===== src/rtl/fdiv_pkg.sv =====
package fdiv_pkg;

    localparam int PSC_CNT_W = 6;

    typedef enum logic [1:0] {
        FD_HOLD    = 2'd0,
        FD_SWALLOW = 2'd1,
        FD_MAIN    = 2'd2
    } fdiv_state_e;

    typedef enum logic [1:0] {
        PSC_8_9   = 2'd0,
        PSC_16_17 = 2'd1,
        PSC_32_33 = 2'd2,
        PSC_RSVD  = 2'd3
    } psc_mode_e;

    function automatic logic [PSC_CNT_W-1:0] psc_base(input logic [1:0] mode);
        logic [PSC_CNT_W-1:0] r;
        unique case (mode)
            PSC_8_9:   r = PSC_CNT_W'(8);
            PSC_16_17: r = PSC_CNT_W'(16);
            PSC_32_33: r = PSC_CNT_W'(32);
            default:   r = PSC_CNT_W'(8);
        endcase
        return r;
    endfunction

endpackage


===== src/rtl/fdiv_cfg_check.sv =====
module fdiv_cfg_check #(
    parameter int A_W = 6,
    parameter int B_W = 13
) (
    input  logic [1:0]     mode,
    input  logic [A_W-1:0] a_in,
    input  logic [B_W-1:0] b_in,
    input  logic           vco_hi,
    output logic           err
);
    import fdiv_pkg::*;

    localparam int CMP_W = (A_W > B_W) ? A_W : B_W;

    logic [CMP_W-1:0] a_ext;
    logic [CMP_W-1:0] b_ext;
    logic             bad_order;
    logic             bad_mode;
    logic             bad_band;

    always_comb begin
        a_ext     = CMP_W'(a_in);
        b_ext     = CMP_W'(b_in);
        bad_order = (b_ext <= a_ext);
        bad_mode  = (mode == PSC_RSVD);
        bad_band  = (mode == PSC_8_9) && vco_hi;
        err       = bad_order | bad_mode | bad_band;
    end

endmodule


===== src/rtl/fdiv_prescaler.sv =====
module fdiv_prescaler #(
    parameter int CNT_W = 6
) (
    input  logic             clk,
    input  logic             rst_n,
    input  logic             run,
    input  logic [CNT_W-1:0] base,
    input  logic             plus_one,
    output logic             tick
);
    logic [CNT_W-1:0] pc;
    logic [CNT_W-1:0] lim;

    always_comb begin
        lim  = base + CNT_W'(plus_one);
        tick = run && (pc == lim - CNT_W'(1));
    end

    always_ff @(posedge clk or negedge rst_n) begin
        if (!rst_n) begin
            pc <= '0;
        end else if (!run || tick) begin
            pc <= '0;
        end else begin
            pc <= pc + CNT_W'(1);
        end
    end

    AST_PSC_IN_RANGE: assert property (@(posedge clk) disable iff (!rst_n)
        run |-> (pc < lim));

endmodule


===== src/rtl/fdiv_swallow_fsm.sv =====
module fdiv_swallow_fsm #(
    parameter int A_W = 6,
    parameter int B_W = 13
) (
    input  logic                           clk,
    input  logic                           rst_n,
    input  logic                           stop,
    input  logic                           tick,
    input  logic [1:0]                     mode_in,
    input  logic [A_W-1:0]                 a_in,
    input  logic [B_W-1:0]                 b_in,
    output logic                           run,
    output logic                           plus_one,
    output logic [fdiv_pkg::PSC_CNT_W-1:0] base,
    output logic                           terminal
);
    import fdiv_pkg::*;

    fdiv_state_e          state;
    fdiv_state_e          nxt;
    logic [A_W-1:0]       a_cnt;
    logic [B_W-1:0]       b_cnt;
    logic [PSC_CNT_W-1:0] base_q;
    logic                 load;
    logic                 start_a;

    always_comb begin
        start_a = (a_in != '0);
        nxt     = state;
        unique case (state)
            FD_HOLD: begin
                if (!stop) nxt = start_a ? FD_SWALLOW : FD_MAIN;       // START
            end
            FD_SWALLOW: begin
                if (stop) nxt = FD_HOLD;                               // HALT
                else if (tick && a_cnt == A_W'(1)) nxt = FD_MAIN;      // DRAIN
            end
            FD_MAIN: begin
                if (stop) nxt = FD_HOLD;                               // HALT
                else if (terminal) nxt = start_a ? FD_SWALLOW : FD_MAIN; // WRAP
            end
            default: nxt = FD_HOLD;
        endcase
    end

    always_ff @(posedge clk or negedge rst_n) begin
        if (!rst_n) state <= FD_HOLD;
        else        state <= nxt;
    end

    always_comb begin
        run      = (state != FD_HOLD);
        plus_one = (state == FD_SWALLOW);
        base     = base_q;
        terminal = (state == FD_MAIN) && tick && (b_cnt == B_W'(1));
        load     = !stop && ((state == FD_HOLD) || terminal);
    end

    always_ff @(posedge clk or negedge rst_n) begin
        if (!rst_n) begin
            a_cnt  <= '0;
            b_cnt  <= '0;
            base_q <= psc_base(2'd0);
        end else if (load) begin
            a_cnt  <= a_in;
            b_cnt  <= b_in;
            base_q <= psc_base(mode_in);
        end else if (state == FD_HOLD) begin
            a_cnt  <= '0;
            b_cnt  <= '0;
        end else if (tick) begin
            b_cnt <= b_cnt - B_W'(1);
            if (a_cnt != '0) a_cnt <= a_cnt - A_W'(1);
        end
    end

    AST_SWALLOW_BELOW_MAIN: assert property (@(posedge clk) disable iff (!rst_n)
        (state != FD_HOLD) |-> (B_W'(a_cnt) < b_cnt));
    AST_MAIN_NO_SWALLOW: assert property (@(posedge clk) disable iff (!rst_n)
        (state == FD_MAIN) |-> (a_cnt == '0));

endmodule


===== src/rtl/fdiv_dual_mod.sv =====
module fdiv_dual_mod #(
    parameter int A_W = 6,
    parameter int B_W = 13
) (
    input  logic           clk,
    input  logic           rst_n,
    input  logic [1:0]     psc_mode,
    input  logic [A_W-1:0] a_val,
    input  logic [B_W-1:0] b_val,
    input  logic           vco_hi_band,
    input  logic           sync_req,
    input  logic [1:0]     sync_sel,
    input  logic           freeze,
    output logic           div_pulse,
    output logic           cfg_err,
    output logic           ref_div_rst
);
    import fdiv_pkg::*;

    logic                 err_c;
    logic                 stop;
    logic                 tick;
    logic                 run;
    logic                 plus_one;
    logic                 terminal;
    logic [PSC_CNT_W-1:0] base;
    logic                 pulse_q;
    logic                 err_q;

    fdiv_cfg_check #(.A_W(A_W), .B_W(B_W)) u_check (
        .mode   (psc_mode),
        .a_in   (a_val),
        .b_in   (b_val),
        .vco_hi (vco_hi_band),
        .err    (err_c)
    );

    always_comb begin
        stop        = freeze | err_c | (sync_req & sync_sel[0]);
        ref_div_rst = sync_req & sync_sel[1];
    end

    fdiv_prescaler #(.CNT_W(PSC_CNT_W)) u_psc (
        .clk      (clk),
        .rst_n    (rst_n),
        .run      (run),
        .base     (base),
        .plus_one (plus_one),
        .tick     (tick)
    );

    fdiv_swallow_fsm #(.A_W(A_W), .B_W(B_W)) u_fsm (
        .clk      (clk),
        .rst_n    (rst_n),
        .stop     (stop),
        .tick     (tick),
        .mode_in  (psc_mode),
        .a_in     (a_val),
        .b_in     (b_val),
        .run      (run),
        .plus_one (plus_one),
        .base     (base),
        .terminal (terminal)
    );

    always_ff @(posedge clk or negedge rst_n) begin
        if (!rst_n) begin
            pulse_q <= 1'b0;
            err_q   <= 1'b0;
        end else begin
            pulse_q <= terminal && !stop;
            err_q   <= err_c;
        end
    end

    always_comb begin
        div_pulse = pulse_q;
        cfg_err   = err_q;
    end

    AST_PULSE_SINGLE: assert property (@(posedge clk) disable iff (!rst_n)
        div_pulse |=> !div_pulse);
    AST_ERR_SILENT: assert property (@(posedge clk) disable iff (!rst_n)
        cfg_err |-> !div_pulse);
    AST_FREEZE_SILENT: assert property (@(posedge clk) disable iff (!rst_n)
        freeze |=> !div_pulse);
    AST_SYNC_SILENT: assert property (@(posedge clk) disable iff (!rst_n)
        (sync_req && sync_sel[0]) |=> !div_pulse);

endmodule


===== config.mk =====
export PLATFORM = sky130hd
export DESIGN_NAME = fdiv_dual_mod
export DESIGN_NICKNAME = d
export VERILOG_FILES = /design/src/rtl/fdiv_pkg.sv /design/src/rtl/fdiv_cfg_check.sv /design/src/rtl/fdiv_prescaler.sv /design/src/rtl/fdiv_swallow_fsm.sv /design/src/rtl/fdiv_dual_mod.sv
export SDC_FILE = /design/constraint.sdc
export NUM_CORES = 1
export LEC_CHECK = 0
export ABC_AREA = 0
export BUFFER_PORTS_ARGS = -buffer_cell sky130_fd_sc_hd__buf_2
export CAP_MARGIN = 20
export CORE_UTILIZATION = 38
export DETAILED_ROUTE_END_ITERATION = 12
export PLACE_DENSITY = 0.56
export SETUP_SLACK_MARGIN = 0.15
export SLEW_MARGIN = 5
export SYNTH_ARGS = -nofsm -noshare
export SYNTH_HDL_FRONTEND = slang
export SYNTH_SLANG_ARGS = --single-unit

===== constraint.sdc =====
create_clock -name clk -period 3.2 [get_ports clk]
set_input_delay 0.64 -clock clk [delete_from_list [all_inputs] [get_ports clk]]
set_output_delay 0.64 -clock clk [all_outputs]
set_load 0.01 [all_outputs]

==> impl_metrics.yaml <==
run_status:
  status: "finished clean"
setup_path:
  worstPathRequired_ns: 3.37
  worstPathMaxFanout: 9
  start_kind: "register"
  critPathMaxStageDelay_ns: 0.47
  worst-setup-path-type: "register to register"
  rrSetupSlack_ns: 0.21
  critPathArrivalTime_ns: 3.16
  path_cells: "nor2b_1 > inv_1 > ha_1 > xnor2_1 > a2111oi_4 > nand3_2 > o21ai_2 > nor3_1 > a221o_1"
  crit_path_top_delay_cell: "o21ai_2"
  endpoint_kind: "register"
sta:
  rsz0062_at_grt: "true"
  max_freq_mhz: 334
  fin_crit_sh: 0.935
  final_critical_path_setup_slack_ns: 0.209
  min_period_ns: 2.99
  relSlewSlack: 0.517
  skew_ns: 0.00520
  tightest_slew_ns: 0.724
  finalSetupViolCount: 0
  finalHoldViolCount: 0
  slew_viol_final: 0
  setup_tns_ns: 0
clock_network:
  cts_buffers: 5
  cts_resized: 0
  post_cts_buffers: 0
  cts_tree: "built"
  clockRootBuffer: "clkbuf_8"
  worstSkewPairLatency_ns: 0.29
  cts.path.max_buffers: 2
  cts_sinks: 32
  clk_pin_slew_ns: 0.07
  hold_buffers: 0
  htreeDepth: 2
drt:
  vias_per_cell: 5.69
  routed_wl_um: 5720
  vias: 1950
  drcViolationCount: 0
  dr.first_iter.drc_count: 172
  antenna_left: 0
  first_pass_iters: 5
  wl_per_cell_um: 16.7
pwr:
  switching_share: 0.348
  seq_power_share: 0.412
  p_switching_w: 0.000441
  irDropWorstVdd_mv: 0.226
  p_clk_frac: 0.276
  comb_power_share: 0.312
  p_int_w: 0.000827
  power_density_nw_per_um2: 506
  p_leak_nw: 1.15
final_layout:
  layout_commonest_cell: "dfrtp_1"
  fillers: 521
  syn2layout_area_growth_pct: 18.0
  multi_input_area_um2: 1220
  final_cell_mix: "31 x dfrtp_1, 30 x buf_2, 20 x nand2_1"
  n_antenna_cell: 0
  layout.nets: 316
  seq_area_um2: 802
  drive_above_1_share: 0.220
placement:
  hpwl_um: 4210
  portBuffers: 30
  pre_cts_slack_ns: 0.250
  routabilityCongestion: 0.880
global_route:
  grt_pass1_wl_um: 9490
  grt_use_met2: 0.297
  grtUsageMet1: 0.306
  grt_max_degree: 33
  grt_use_total: 0.209
  first_global_vias: 1903
  antenna_found_initial: 0
  grt_overflow: 0
  met3_usage: 0.0333
  grt.busiest_layer: "met1"
die:
  die_h_um: 76.8
  die-area_um2: 5890
  initial_core_util: 0.406
  ios: 31
  row_count: 26
  dieWidth_um: 76.8
  core_area_um2: 5240
logic_synthesis:
  ys.flop_type: "dfrtp_1"
  avgSynthCellArea_um2: 9.20
  async_reset_ff_frac: 1.00
  synth-seq-area-share: 0.378
  synthCells: 231
  ys_types: 52
  yosysWarnings: 0
  synth_edf_count: 0
  synth_area_um2: 2120
  synth_seq_cells: 32
  synth_fp_nets: 275
hold_path:
  hold_class: "primary input to async pin"
run:
  drv_cap: 0
[synthesized netlist by cell type, types with 3 or more instances]
cell type,instances,share of area
o21ai_0,9,0.021
or3_1,3,0.0088
a32o_1,3,0.014
o31ai_1,3,0.011
nor3_1,9,0.021
clkbuf_1,3,0.0053
o311ai_0,3,0.012
nor2_1,17,0.030
mux2_2,3,0.016
o211ai_1,5,0.018
a21oi_1,5,0.012
buf_2,3,0.0071
and3_1,3,0.0088
ha_1,16,0.094
a22oi_1,5,0.018
nand3_1,16,0.038
xor2_1,4,0.016
inv_1,16,0.028
dfrtp_1,31,0.37
or2_2,3,0.0088
nand2_1,20,0.035
nand2b_1,3,0.0088
xnor2_1,6,0.025
nor4_1,8,0.024
[sequential cells by signal (all words and copies together) (netlist names)]
register,count
u_fsm.b_cnt,13
u_fsm.a_cnt,6
u_psc.pc,6
u_fsm.base,3
u_fsm.state,2
cfg_err,1
div_pulse,1
[per-stage QoR]
step	util	std cells	cell area, µm²	hold WS [ns]	total power, W
3_3_place_gp	0.460	335	2410	0.472	0.000919
2_1_floorplan	-	231	2120	0.344	0.000780
6_report	0.479	343	2510	0.410	0.00127
3_5_place_dp	0.460	335	2410	0.475	0.000920
4_1_cts	0.479	343	2510	0.444	0.00127
5_1_grt	0.479	343	2510	0.477	0.00135
[path summary, 6_finish.rpt]
check	start	end	cells after the start
min in group clk	u_psc.pc[0]$_DFF_PN0_	u_psc.pc[0]$_DFF_PN0_	1
worst min-delay path	rst_n	u_fsm.b_cnt[9]$_DFFE_PN0P_	1
max in group asynchronous	rst_n	div_pulse$_DFF_PN0_	1
worst max-delay path	u_fsm.state[1]$_DFFE_PN0P_	u_fsm.b_cnt[10]$_DFFE_PN0P_	9
worst min register to register	u_psc.pc[0]$_DFF_PN0_	u_psc.pc[0]$_DFF_PN0_	1
worst max register to register	u_fsm.state[1]$_DFFE_PN0P_	u_fsm.b_cnt[10]$_DFFE_PN0P_	9
[power groups by stage]
stage / Sequential [W] / Clock (W) / Combinational [W]
floorplan: 0.000512 / 0 / 0.000268
global placement: 0.000529 / 0 / 0.000390
detailed placement: 0.000528 / 0 / 0.000391
CTS: 0.000522 / 0.000356 / 0.000394
global route: 0.000533 / 0.000373 / 0.000446
finish: 0.000523 / 0.000350 / 0.000396
[cell families after synthesis]
group	Yosys count	synth area share
compound gates	50	0.184
mux	5	0.0253
simple gates	95	0.231
fa+ha+maj	16	0.0942
xor+xnor	10	0.0412
flops	32	0.378
buf+inv	23	0.0459
[cell type report]
type	instances	share of cell area
multi-input cells	176	0.489
flip-flops and latches	32	0.320
repair buffers	41	0.0928
clock buffers	8	0.0399
well taps	70	0.0349
inverters	16	0.0240
[layer usage]
metal,routed length [µm],vias up,share of wire
met5,0,-,0
met4,94,0,0.016
met3,428,9,0.075
met2,2470,87,0.43
met1,2720,920,0.48
li1,-,934,-
[worst max-delay path: cells and delay by family (launching register included)]
family,cells,cell delay [ns]
AOI/OAI and AO/OA,3,1.20
xor gates and xnor gates,1,0.16
adders and majority gates,1,0.29
buffers and inverters,1,0.09
DFF,1,0.46
and+or+nand+nor,3,0.67
(Power assumes the default switching activity.)
